### src/rtl/led_ovr_pkg.sv
package led_ovr_pkg;
   localparam int NUM_LAMPS = 4;
   localparam int LAMP_LINK  = 0;
   localparam int LAMP_ACT   = 1;
   localparam int LAMP_SPEED = 2;
   localparam int LAMP_FDX   = 3;
   typedef logic [NUM_LAMPS-1:0] lamp_vec_t;
endpackage

### src/rtl/led_flash_timebase.sv
module led_flash_timebase #(
   parameter longint HALF_TICKS = 64'd8000000
) (
   input  logic clk,
   input  logic rst_n,
   output logic phase_o
);
   localparam int CW = (HALF_TICKS > 1) ? $clog2(HALF_TICKS) : 1;
   localparam logic [CW-1:0] LAST = CW'(HALF_TICKS - 1);

   logic [CW-1:0] cnt_q;

   always_ff @(posedge clk or negedge rst_n) begin
      if (!rst_n) begin
         cnt_q   <= '0;
         phase_o <= 1'b0;
      end else if (cnt_q == LAST) begin
         cnt_q   <= '0;
         phase_o <= ~phase_o;
      end else begin
         cnt_q   <= cnt_q + 1'b1;
      end
   end
endmodule

### src/rtl/led_lane.sv
module led_lane (
   input  logic clk,
   input  logic rst_n,
   input  logic raw_i,
   input  logic on_i,
   input  logic off_i,
   input  logic flash_i,
   input  logic phase_i,
   input  logic mask_i,
   output logic nxt_o,
   output logic led_o
);
   always_comb begin
      if (on_i)         nxt_o = 1'b1;
      else if (off_i)   nxt_o = 1'b0;
      else if (flash_i) nxt_o = phase_i;
      else if (mask_i)  nxt_o = 1'b0;
      else              nxt_o = raw_i;
   end

   always_ff @(posedge clk or negedge rst_n) begin
      if (!rst_n) led_o <= 1'b0;
      else        led_o <= nxt_o;
   end
endmodule

### src/rtl/led_override_ctrl.sv
module led_override_ctrl
   import led_ovr_pkg::*;
#(
   parameter longint CLK_HZ         = 64'd25000000,
   parameter longint HALF_PERIOD_MS = 64'd320
) (
   input  logic       clk,
   input  logic       rst_n,
   input  logic       sts_link,
   input  logic       sts_act,
   input  logic       sts_speed,
   input  logic       sts_fdx,
   input  logic       bicolor_mode,
   input  logic [3:0] force_on,
   input  logic [3:0] force_off,
   input  logic       auto_dis,
   input  logic       flash_link,
   input  logic       flash_act,
   output logic       led_link,
   output logic       led_act,
   output logic       led_speed,
   output logic       led_fdx
);
   localparam longint HALF_TICKS = (CLK_HZ * HALF_PERIOD_MS) / 64'd1000;

   if (HALF_TICKS < 2) begin : g_bad_prescale
      $error("led_override_ctrl: flash half period shorter than two clocks");
   end

   lamp_vec_t raw, nxt, lamp, flash_en, mask;
   logic      phase;
   logic      auto_on, forced_bicolor;

   assign raw            = {sts_fdx, sts_speed, sts_act, sts_link};
   assign auto_on        = bicolor_mode & ~auto_dis;
   assign forced_bicolor = bicolor_mode &  auto_dis;

   led_flash_timebase #(.HALF_TICKS(HALF_TICKS)) u_tb (
      .clk    (clk),
      .rst_n  (rst_n),
      .phase_o(phase)
   );

   for (genvar i = 0; i < NUM_LAMPS; i++) begin : g_lane
      if (i == LAMP_LINK) begin : g_link
         assign flash_en[i] = forced_bicolor & flash_link;
         assign mask[i]     = auto_on & nxt[LAMP_ACT];
      end else if (i == LAMP_ACT) begin : g_act
         assign flash_en[i] = forced_bicolor & flash_act;
         assign mask[i]     = 1'b0;
      end else begin : g_plain
         assign flash_en[i] = 1'b0;
         assign mask[i]     = 1'b0;
      end

      led_lane u_lane (
         .clk    (clk),
         .rst_n  (rst_n),
         .raw_i  (raw[i]),
         .on_i   (force_on[i]),
         .off_i  (force_off[i]),
         .flash_i(flash_en[i]),
         .phase_i(phase),
         .mask_i (mask[i]),
         .nxt_o  (nxt[i]),
         .led_o  (lamp[i])
      );
   end

   assign led_link  = lamp[LAMP_LINK];
   assign led_act   = lamp[LAMP_ACT];
   assign led_speed = lamp[LAMP_SPEED];
   assign led_fdx   = lamp[LAMP_FDX];
endmodule

### config.mk
export PLATFORM = sky130hd
export DESIGN_NAME = led_override_ctrl
export DESIGN_NICKNAME = d
export VERILOG_FILES = /design/src/rtl/led_ovr_pkg.sv /design/src/rtl/led_flash_timebase.sv /design/src/rtl/led_lane.sv /design/src/rtl/led_override_ctrl.sv
export SDC_FILE = /design/constraint.sdc
export NUM_CORES = 1
export LEC_CHECK = 0
export BUFFER_PORTS_ARGS = -buffer_cell sky130_fd_sc_hd__buf_2
export CORE_ASPECT_RATIO = 1.4
export CORE_UTILIZATION = 49
export CTS_CLUSTER_DIAMETER = 150
export DETAILED_ROUTE_END_ITERATION = 8
export GPL_ROUTABILITY_DRIVEN = 0
export PLACE_DENSITY = 0.78
export RECOVER_POWER = 25
export SLEW_MARGIN = 10
export SYNTH_ARGS = -nofsm -noshare
export SYNTH_HDL_FRONTEND = slang
export SYNTH_HIERARCHICAL = 1
export SYNTH_SLANG_ARGS = --single-unit
### constraint.sdc
create_clock -name clk -period 3.2 [get_ports clk]
set_input_delay 0.64 -clock clk [delete_from_list [all_inputs] [get_ports clk]]
set_output_delay 0.64 -clock clk [all_outputs]
set_load 0.01 [all_outputs]
==> summary.txt, run 1 <==
Setup path
  – Worst setup SP type: register
  – Crit Path Max Fanout: 7
  – Worst path top cell family by delay: simple AND/OR/NAND/NOR gates
  – Crit path required time: 3.48 ns
  – FF-to-FF setup slack: 1.07 ns
  – Crit. End Element: register
  – WP data arrival: 2.41 ns
  – CP Class: register to register
  – Slowest stage delay, CP: 0.68 ns
  – Critical path cell sequence: ha_1 > nand3_1 > or4_1 > or4_4 > a21oi_2
  – Buf/Inv on CP: 0
  – Slowest cell on crit path: or4_1

Route
  – Wire per inst: 13.1 µm
  – Post-route ant nets: 0
  – Via density: 5.45
  – WL final: 2.51 mm
  – DR vias: 1,046
  – Pre-Repair DR Iteration Count: 4
  – 1st-iter DRT viols: 33
  – Drt drc: 0

Die
  – Core Box Area: 2640 µm²
  – Die X: 46.9 µm
  – Die Ht: 64.8 µm
  – Starting Density: 0.522
  – Ports: 22
  – Die area: 3040 µm²
  – Site Rows: 22

Timing
  – Final Max Slew Viols: 0
  – Least-Margin Pin Slew: about 1.4 ns
  – RSZ-0062 raised after global routing: false
  – Final Setup Violations: 0
  – Final Skew: 0.00378 ns
  – Worst rel slew slack: 0.0504
  – Final number of hold-violating endpoints: 0
  – Final Cycle Share: 0.667
  – Minimum clock period: about 2.1 ns
  – Setup Total Neg Slack: 0 ns
  – Hold Slack: 0.497 ns
  – Worst setup margin: 1.07 ns
  – FMAX: between 400 and 500 MHz

Logic synthesis
  – Synth Cell Area: around 1400 µm²
  – FF+latch count, synth: 28
  – Post-synth cell types: 33
  – Synth Area per Inst: roughly 11 µm²
  – Register area share after synthesis: 0.508
  – Synth Warn #: 6
  – Mapped Cells: 126

CTS
  – CTS Sinks: 28
  – CTS H-Tree Depth: 1
  – Hold buffers post-CTS: 0
  – Root Buffer: clkbuf_4
  – Deepest clock path buffer count: 2
  – Reg clk slew, reported paths: 0.14 ns
  – CTS Buf Count: 3
  – Post-CTS resize count: 0
  – Postcts setup bufs: 0
  – CTS tree: done
  – Worst-Skew Late Latency: 0.33 ns

Layout
  – FILL cells: approximately 230
  – Share of cells above drive strength 1: 0.237
  – Area grow syn2layout: 14.9%
  – Fin util: 0.600
  – ANT cells: 0
  – Nets: 176
  – Final instance area: 1590 µm²

Flow run
  – MaxCap Viol Count: 0

GRT
  – GRT overflow: 0
  – Vias in the first global route: 1,138
  – Initial antenna violation count: 0
  – First-pass GRT wire length: roughly 4.6 mm
  – Global-route usage over all layers: 0.210
  – Largest net degree at the start of global routing: 29

Power
  – VDD IR max: 0.261 mV
  – Pleak: 0.739 nW
  – Power density over the cells: ~350 nW/µm²

Status
  – Status: complete, no violations

Hold path
  – Min-delay worst type: input port to register

Place
  – DP Worst Slack: approximately 1.1 ns
  – Placed cell areas: 1550 µm²
  – IO Port Bufs: 21
  – Hpwl dp: 1.89 mm
-- layout make-up --
cell class              count  area [µm²]  share of cell area
flip-flops and latches     28         701               0.442
multi-input cells          95         666               0.420
repair buffers             22         111              0.0702
well taps                  36        45.0              0.0284
clock buffers               4        36.3              0.0229
inverters                   7        26.3              0.0166
-- cell usage after synthesis --
cell       number  area [µm²]
ha_1            1        12.5
a21oi_1         3        15.0
a21oi_2         1        8.76
or3_1           2        12.5
nor2b_1         1        6.26
o31ai_1         2        15.0
dfrtp_1        28         701
buf_2           2        10.0
and3b_1         1        8.76
o21ai_0         2        10.0
nor3_1          4        20.0
or4_1           2        15.0
nand2_1         9        33.8
nand3_1         6        30.0
and4_1          2        17.5
or4bb_1         1        11.3
a2111oi_0       1        8.76
conb_1          1        3.75
nand4_1         4        25.0
inv_1           7        26.3
nor4_2          1        12.5
a311o_1         4        40.0
nor4_1          3        18.8
nand4_4         1        21.3
or4_4           2        22.5
nor2_1         10        37.5
or2_2           1        6.26
nor4b_2         4        60.1
and3_2          2        15.0
xor2_1         10        87.6
xnor2_1         6        52.6
a31oi_1         1        6.26
o221ai_1        1        8.76
-- flip-flops by register name (all words and copies together), names as in the netlist --
| name | count |
|---|---|
| g_lane.u_lane/led_o | 4 |
| u_tb/cnt_q | 23 |
| u_tb/phase_o | 1 |
-- power breakdown --
part           switching, mW  total (mW)  internal, mW
Sequential          0.000616       0.358         0.357
Clock                  0.101       0.171        0.0698
Combinational         0.0176      0.0330        0.0154
-- kinds of logic (layout without fill, tap and decap cells) --
| family | count (synthesis) | count (layout) | synth area share |
|---|---|---|---|
| compound gates | 15 | 15 | 0.0816 |
| flops | 28 | 28 | 0.508 |
| simple gates | 56 | 56 | 0.271 |
| other cells | 1 | 7 | 0.00272 |
| buf+inv | 9 | 33 | 0.0263 |
| xor+xnor | 16 | 16 | 0.102 |
| fa+ha+maj | 1 | 1 | 0.00906 |
-- layout by cell type, fill, tap and decap left out, types with 3 or more instances in the layout --
cell and count:
nand3_1 6, conb_1 7, a311o_1 4, xnor2_1 6, nor3_1 4, a21oi_1 3, nor4b_2 4, clkbuf_4 3
buf_2 20, nor4_1 3, nor2_1 10, nand2_1 9, dfrtp_1 28, inv_1 7, xor2_1 10, nand4_1 4
-- metal layers --
layer,GRT usage,vias up,share of wire
met5,0,-,0
met4,0.0929,0,0.021
met3,0.0251,6,0.029
met2,0.363,30,0.52
met1,0.249,497,0.43
li1,-,513,-
-- path summary, 6_finish.rpt --
| kind | from | end | depth (start not counted) |
|---|---|---|---|
| max | u_tb/cnt_q[0]$_DFF_PN0_ | u_tb/cnt_q[22]$_DFF_PN0_ | 5 |
| min | force_on[0] | g_lane[0].u_lane/led_o$_DFF_PN0_ | 2 |
| max reg2reg | u_tb/cnt_q[0]$_DFF_PN0_ | u_tb/cnt_q[22]$_DFF_PN0_ | 5 |
| min reg2reg | u_tb/cnt_q[13]$_DFF_PN0_ | u_tb/cnt_q[13]$_DFF_PN0_ | 1 |
| max in group asynchronous | rst_n | u_tb/cnt_q[12]$_DFF_PN0_ | 1 |
| min in group asynchronous | rst_n | u_tb/cnt_q[18]$_DFF_PN0_ | 1 |
-- stage by stage --
stage / cells / total power, mW
after floorplan: 132 / 0.376
after global placement: 188 / 0.397
after detailed placement: 188 / 0.399
after CTS: 192 / 0.572
after global routing: 192 / 0.585
final: 192 / 0.561
Power figures use the tool's default switching activity.
==> run 2, diff against run 1 <==
- clock period: 3.2 -> 2.15 ns (I/O delays scaled with it)
==> summary.txt, run 2 (same netlist as run 1, synthesis figures left out) <==
Status
  – Status: complete, no violations

Setup path
  – Crit Path Max Fanout: 5 (-2)
  – Slowest stage delay, CP: 0.60 ns (-0.08 ns)
  – Crit path from: u_tb/cnt_q[0]$_DFF_PN0_
  – WP data arrival: 2.32 ns (-0.09 ns)
  – Worst setup SP type: register
  – Critical path cell sequence: ha_1 > nand3_1 > or4_1 > or4_4 > a21oi_2
  – Crit. End Element: register
  – Reg-to-reg startpoint: u_tb/cnt_q[0]$_DFF_PN0_
  – Slowest cell on crit path: or4_1
  – Crit path required time: 2.44 ns (-1.04 ns)
  – CP Class: register to register

Place
  – IO Port Bufs: 21 (unchanged)
  – Hpwl dp: 2.03 mm (+7.0%)

Layout
  – Largest register FFs: 23 (unchanged)
  – Largest Register: u_tb/cnt_q
  – Biggest regs: u_tb/cnt_q x23, g_lane.u_lane/led_o x4, u_tb/phase_o x1
  – ANT cells: 0 (unchanged)
  – Share of cells above drive strength 1: 0.261 (+0.0237)
  – Nets: 181 (+2.8%)
  – FILL cells: 237 (+2.6%)
  – Most common cell after layout, fill and taps aside: dfrtp_1
  – Area grow syn2layout: 19.7%
  – Most frequent cells in the layout: 28 x dfrtp_1, 20 x buf_2, 10 x nor2_1, 10 x xor2_1, 9 x nand2_1

GRT
  – Largest net degree at the start of global routing: 29 (unchanged)
  – Vias in the first global route: 1,177 (+3.4%)
  – First-pass GRT wire length: 4.82 mm (+4.0%)
  – Global-route usage over all layers: 0.218 (+0.00789)
  – GRT overflow: 0 (unchanged)
  – Initial antenna violation count: 0 (unchanged)

Timing
  – Final Cycle Share: 0.947 (+0.280)
  – Minimum clock period: 2.04 ns (-0.0987 ns)
  – FMAX: 491 MHz (+4.8%)
  – Final Max Slew Viols: 0 (unchanged)
  – Final number of hold-violating endpoints: 0 (unchanged)
  – Worst rel slew slack: 0.0349 (-0.0155)
  – Hold Slack: 0.285 ns (-0.212 ns)
  – RSZ-0062 raised after global routing: false
  – Final Setup Violations: 0 (unchanged)
  – Setup Total Neg Slack: 0 ns (unchanged)
  – Least-Margin Pin Slew: 1.45 ns (+0.0232 ns)
  – Final Skew: 0.0117 ns (+0.00792 ns)

Die
  – Die Ht: 64.8 µm (unchanged)
  – Starting Density: 0.522 (unchanged)
  – Site Rows: 22 (unchanged)
  – Die area: 3040 µm² (unchanged)
  – Ports: 22 (unchanged)
  – Core Box Area: 2640 µm² (unchanged)
  – Die X: 46.9 µm (unchanged)

Route
  – DR vias: 1,094 (+4.6%)
  – Via density: 5.55 (+1.9%)
  – 1st-iter DRT viols: 21 (-36%)
  – Post-route ant nets: 0 (unchanged)
  – WL final: 2.66 mm (+5.7%)
  – Wire per inst: 13.5 µm (+3.0%)
  – Drt drc: 0 (unchanged)
  – Pre-Repair DR Iteration Count: 4 (unchanged)

CTS
  – CTS tree: done
  – CTS Sinks: 28 (unchanged)
  – Worst-Skew Late Latency: 0.34 ns (about the same)
  – CTS Buf Count: 3 (unchanged)
  – Postcts setup bufs: 0 (unchanged)
  – Root Buffer: clkbuf_4
  – CTS H-Tree Depth: 1 (unchanged)
  – Post-CTS resize count: 0 (unchanged)
  – Deepest clock path buffer count: 2 (unchanged)
  – Reg clk slew, reported paths: 0.16 ns (+0.02 ns)
  – Hold buffers post-CTS: 0 (unchanged)

Hold path
  – Min-delay worst type: input port to register
  – Hold Path Origin: force_on[3]

Power
  – VDD IR max: 0.414 mV (+58%)
  – Pleak: 0.773 nW (+4.6%)
  – Power consumption: 930 µW (+66%)
  – Power density over the cells: 563 nW/µm² (+59%)

Flow run
  – MaxCap Viol Count: 0 (unchanged)
==> run 2: cell types whose count changed in the layout (fill, tap and decap cells not counted) <==
cell	before	now
clkbuf_8	1	0
bufinv_16	0	1
buf_12	0	1
buf_4	1	5
==> run 2: final timing paths <==
| check | endpoint | slack (ns) | depth (start not counted) |
|---|---|---|---|
| max in group asynchronous | u_tb/cnt_q[11]$_DFF_PN0_ | 0.91 | 1 |
| max reg2reg | u_tb/cnt_q[22]$_DFF_PN0_ | 0.11 | 5 |
| min in group asynchronous | u_tb/cnt_q[12]$_DFF_PN0_ | 0.40 | 1 |
| min | g_lane[3].u_lane/led_o$_DFF_PN0_ | 0.29 | 2 |
| min reg2reg | u_tb/cnt_q[0]$_DFF_PN0_ | 0.50 | 1 |
| max | u_tb/cnt_q[22]$_DFF_PN0_ | 0.11 | 5 |
==> run 2: final cells by class <==
cell class | instances | area, µm² | share of cell area
tap | 36 | 45.0 | 0.0273
timing repair buffer | 27 | 161 | 0.0977
multi-input combinational | 95 | 666 | 0.403
clock inverter | 1 | 30.0 | 0.0182
sequential | 28 | 701 | 0.424
inverter | 7 | 26.3 | 0.0159
clock buffer | 3 | 22.5 | 0.0136
==> run 2: metal layers <==
metal  routed length (µm)  GRT usage
met2                 1490      0.384
met4                   55     0.0929
met1                 1040      0.251
met5                    0          0
met3                   73     0.0279
==> run 2: critical path, delay by kind of cell, from the launching register on <==
family	cells	cell delay [ns]
flip-flops	1	0.43
AO/OA/AOI/OAI	1	0.14
adder cells (fa/ha/maj)	1	0.21
AND/OR/NAND/NOR	3	1.21
==> run 2: report_power, final <==
| part | total (mW) | switching, mW | internal (mW) |
|---|---|---|---|
| registers | 0.533 | 0.00107 | 0.531 |
| clock network | 0.348 | 0.159 | 0.189 |
| logic | 0.0503 | 0.0273 | 0.0230 |
| total | 0.930 | 0.187 | 0.743 |
==> run 2: metrics by stage <==
step / instances / area [µm²] / setup WS [ns] / util
after floorplan: 132 / 1400 / 0.185 / -
after global placement: 191 / 1570 / 0.240 / 0.595
after detailed placement: 191 / 1570 / 0.145 / 0.595
after CTS: 195 / 1630 / 0.121 / 0.615
after global routing: 197 / 1650 / 0.00156 / 0.625
final: 197 / 1650 / 0.114 / 0.625
==> run 3, diff against run 2 <==
==> constraint.sdc (replaced) <==
create_clock -name clk -period 2.15 [get_ports clk]
set_input_delay 0.645 -clock clk [delete_from_list [all_inputs] [get_ports clk]]
set_output_delay 0.645 -clock clk [all_outputs]
set_load 0.01 [all_outputs]
==> summary.txt, run 3 (same netlist as run 1, synthesis figures left out) <==
Status
  – Status: complete, no violations

Route
  – DR vias: 1,089 (-0.46%)
  – Pre-Repair DR Iteration Count: 4 (unchanged)
  – 1st-iter DRT viols: 11 (-48%)
  – WL final: 2.71 mm (+1.9%)
  – Post-route ant nets: 0 (unchanged)
  – WL met1: 1.10 mm (+5.6%)
  – DR top layer: met4
  – Wire per inst: 13.7 µm (+1.4%)
  – Detail Route met3 WL: 68 µm (-6.8%)
  – Via density: 5.50 (-0.96%)
  – Met2 Wirelength: 1.50 mm (+0.74%)
  – Drt drc: 0 (unchanged)

CTS
  – CTS Buf Count: 3 (unchanged)
  – Reg clk slew, reported paths: 0.14 ns (-0.02 ns)
  – CTS H-Tree Depth: 1 (unchanged)
  – Deepest clock path buffer count: 2 (unchanged)
  – CTS tree: done
  – Root Buffer: clkbuf_4
  – Worst-Skew Late Latency: 0.33 ns (about the same)
  – CTS Sinks: 28 (unchanged)

Power
  – Pleak: 0.781 nW (+1.1%)
  – Power density over the cells: 509 nW/µm² (-9.6%)
  – Power consumption: 836 µW (-10%)
  – VDD IR max: 0.491 mV (+19%)

Layout
  – Most common cell after layout, fill and taps aside: dfrtp_1
  – Nets: 182 (+0.55%)
  – Largest register FFs: 23 (unchanged)
  – Share of cells above drive strength 1: 0.265 (+0.00456)
  – ANT cells: 0 (unchanged)
  – Largest Register: u_tb/cnt_q
  – Biggest regs: u_tb/cnt_q x23, g_lane.u_lane/led_o x4, u_tb/phase_o x1
  – Area grow syn2layout: 19.0%
  – Final instance area: 1640 µm² (-0.53%)
  – Most frequent cells in the layout: 28 x dfrtp_1, 20 x buf_2, 10 x nor2_1, 10 x xor2_1, 9 x nand2_1

Die
  – Die X: 46.9 µm (unchanged)
  – Die area: 3040 µm² (unchanged)
  – Site Rows: 22 (unchanged)
  – Ports: 22 (unchanged)
  – Die Ht: 64.8 µm (unchanged)
  – Starting Density: 0.522 (unchanged)
  – Core Box Area: 2640 µm² (unchanged)

Timing
  – Final number of hold-violating endpoints: 0 (unchanged)
  – Worst rel slew slack: 0.0539 (+0.0190)
  – FMAX: 495 MHz (+0.74%)
  – Final Setup Violations: 0 (unchanged)
  – Final Cycle Share: 0.940 (-0.00699)
  – Least-Margin Pin Slew: 1.42 ns (-0.0285 ns)
  – Minimum clock period: 2.02 ns (-0.0150 ns)
  – Final Max Slew Viols: 0 (unchanged)
  – Final Skew: 0.00238 ns (-0.00933 ns)

GRT
  – Initial antenna violation count: 0 (unchanged)
  – GRT overflow: 0 (unchanged)
  – Vias in the first global route: 1,096 (-6.9%)
  – First-pass GRT wire length: 4.59 mm (-4.7%)
  – Global-route usage over all layers: 0.207 (-0.0109)
  – Largest net degree at the start of global routing: 29 (unchanged)

Setup path
  – Slowest stage delay, CP: 0.42 ns (-0.18 ns)
  – Crit. End Element: register
  – Crit path required time: 2.39 ns (-0.05 ns)
  – Worst setup SP type: register
  – Crit Path Max Fanout: 5 (unchanged)
  – Critical path cell sequence: ha_1 > nand3_1 > or2_2 > nor4_4 > clkdlybuf4s15_2 > nor2_1
  – Slowest cell on crit path: dfrtp_1
  – CP Class: register to register
  – WP data arrival: 2.26 ns (-0.06 ns)

Hold path
  – Min-delay worst type: input port to register

Place
  – Hpwl dp: 1.97 mm (-3.0%)
  – IO Port Bufs: 21 (unchanged)
  – Placed cell areas: 1570 µm² (unchanged)

Flow run
  – MaxCap Viol Count: 0 (unchanged)
## run 3: routing by layer
layer,GRT usage,vias to the layer above
li1,-,527
met1,0.246,532
met2,0.365,26
met3,0.0251,4
met4,0.0750,0
met5,0,-
## run 3: power breakdown
part	internal [mW]	total, mW	switching, mW	leakage, nW
logic	0.0230	0.0500	0.0270	0.394
registers	0.531	0.533	0.00135	0.366
clock network	0.104	0.254	0.150	0.0210
## run 3: critical path, delay by kind of cell (launching register included)
kind	cells	cell delay, ns
and+or+nand+nor	4	0.97
buffers and inverters	1	0.32
adders and majority gates	1	0.20
DFF	1	0.42
## run 3: area by class of cell
class,instances,area (µm²)
Clock buffer,4,36.3
Fill cell,229,1000
Inverter,7,26.3
Multi-Input combinational cell,95,674
Sequential cell,28,701
Tap cell,36,45.0
Timing Repair Buffer,28,160
## run 3: final timing paths
| kind | depth (start not counted) | to | slack (ns) | startpoint |
|---|---|---|---|---|
| worst max-delay path | 6 | u_tb/cnt_q[12]$_DFF_PN0_ | 0.13 | u_tb/cnt_q[0]$_DFF_PN0_ |
| worst min-delay path | 2 | g_lane[2].u_lane/led_o$_DFF_PN0_ | 0.51 | force_on[2] |
| worst max register to register | 6 | u_tb/cnt_q[12]$_DFF_PN0_ | 0.13 | u_tb/cnt_q[0]$_DFF_PN0_ |
| worst min register to register | 1 | u_tb/cnt_q[13]$_DFF_PN0_ | 0.51 | u_tb/cnt_q[13]$_DFF_PN0_ |
| max in group asynchronous | 1 | u_tb/cnt_q[13]$_DFF_PN0_ | 0.71 | rst_n |
| min in group asynchronous | 1 | u_tb/cnt_q[22]$_DFF_PN0_ | 0.62 | rst_n |
## run 3: repair_timing
| action | CTS | global route |
|---|---|---|
| buffers inserted | 0 | 2 |
| gates resized for setup | 0 | 1 |
| hold buffers | 0 | 0 |
| setup endpoints to repair | 0 | 5 |
## run 3: stage by stage
step	hold slack [ns]	TNS, ns	utilization	setup slack, ns	instances
after floorplan	0.349	0	-	0.185	132
after global routing	0.510	-0.0699	0.622	-0.0208	198
after global placement	0.481	0	0.595	0.167	191
after CTS	0.311	0	0.609	0.102	195
after detailed placement	0.483	0	0.595	0.124	191
final	0.508	0	0.622	0.129	198
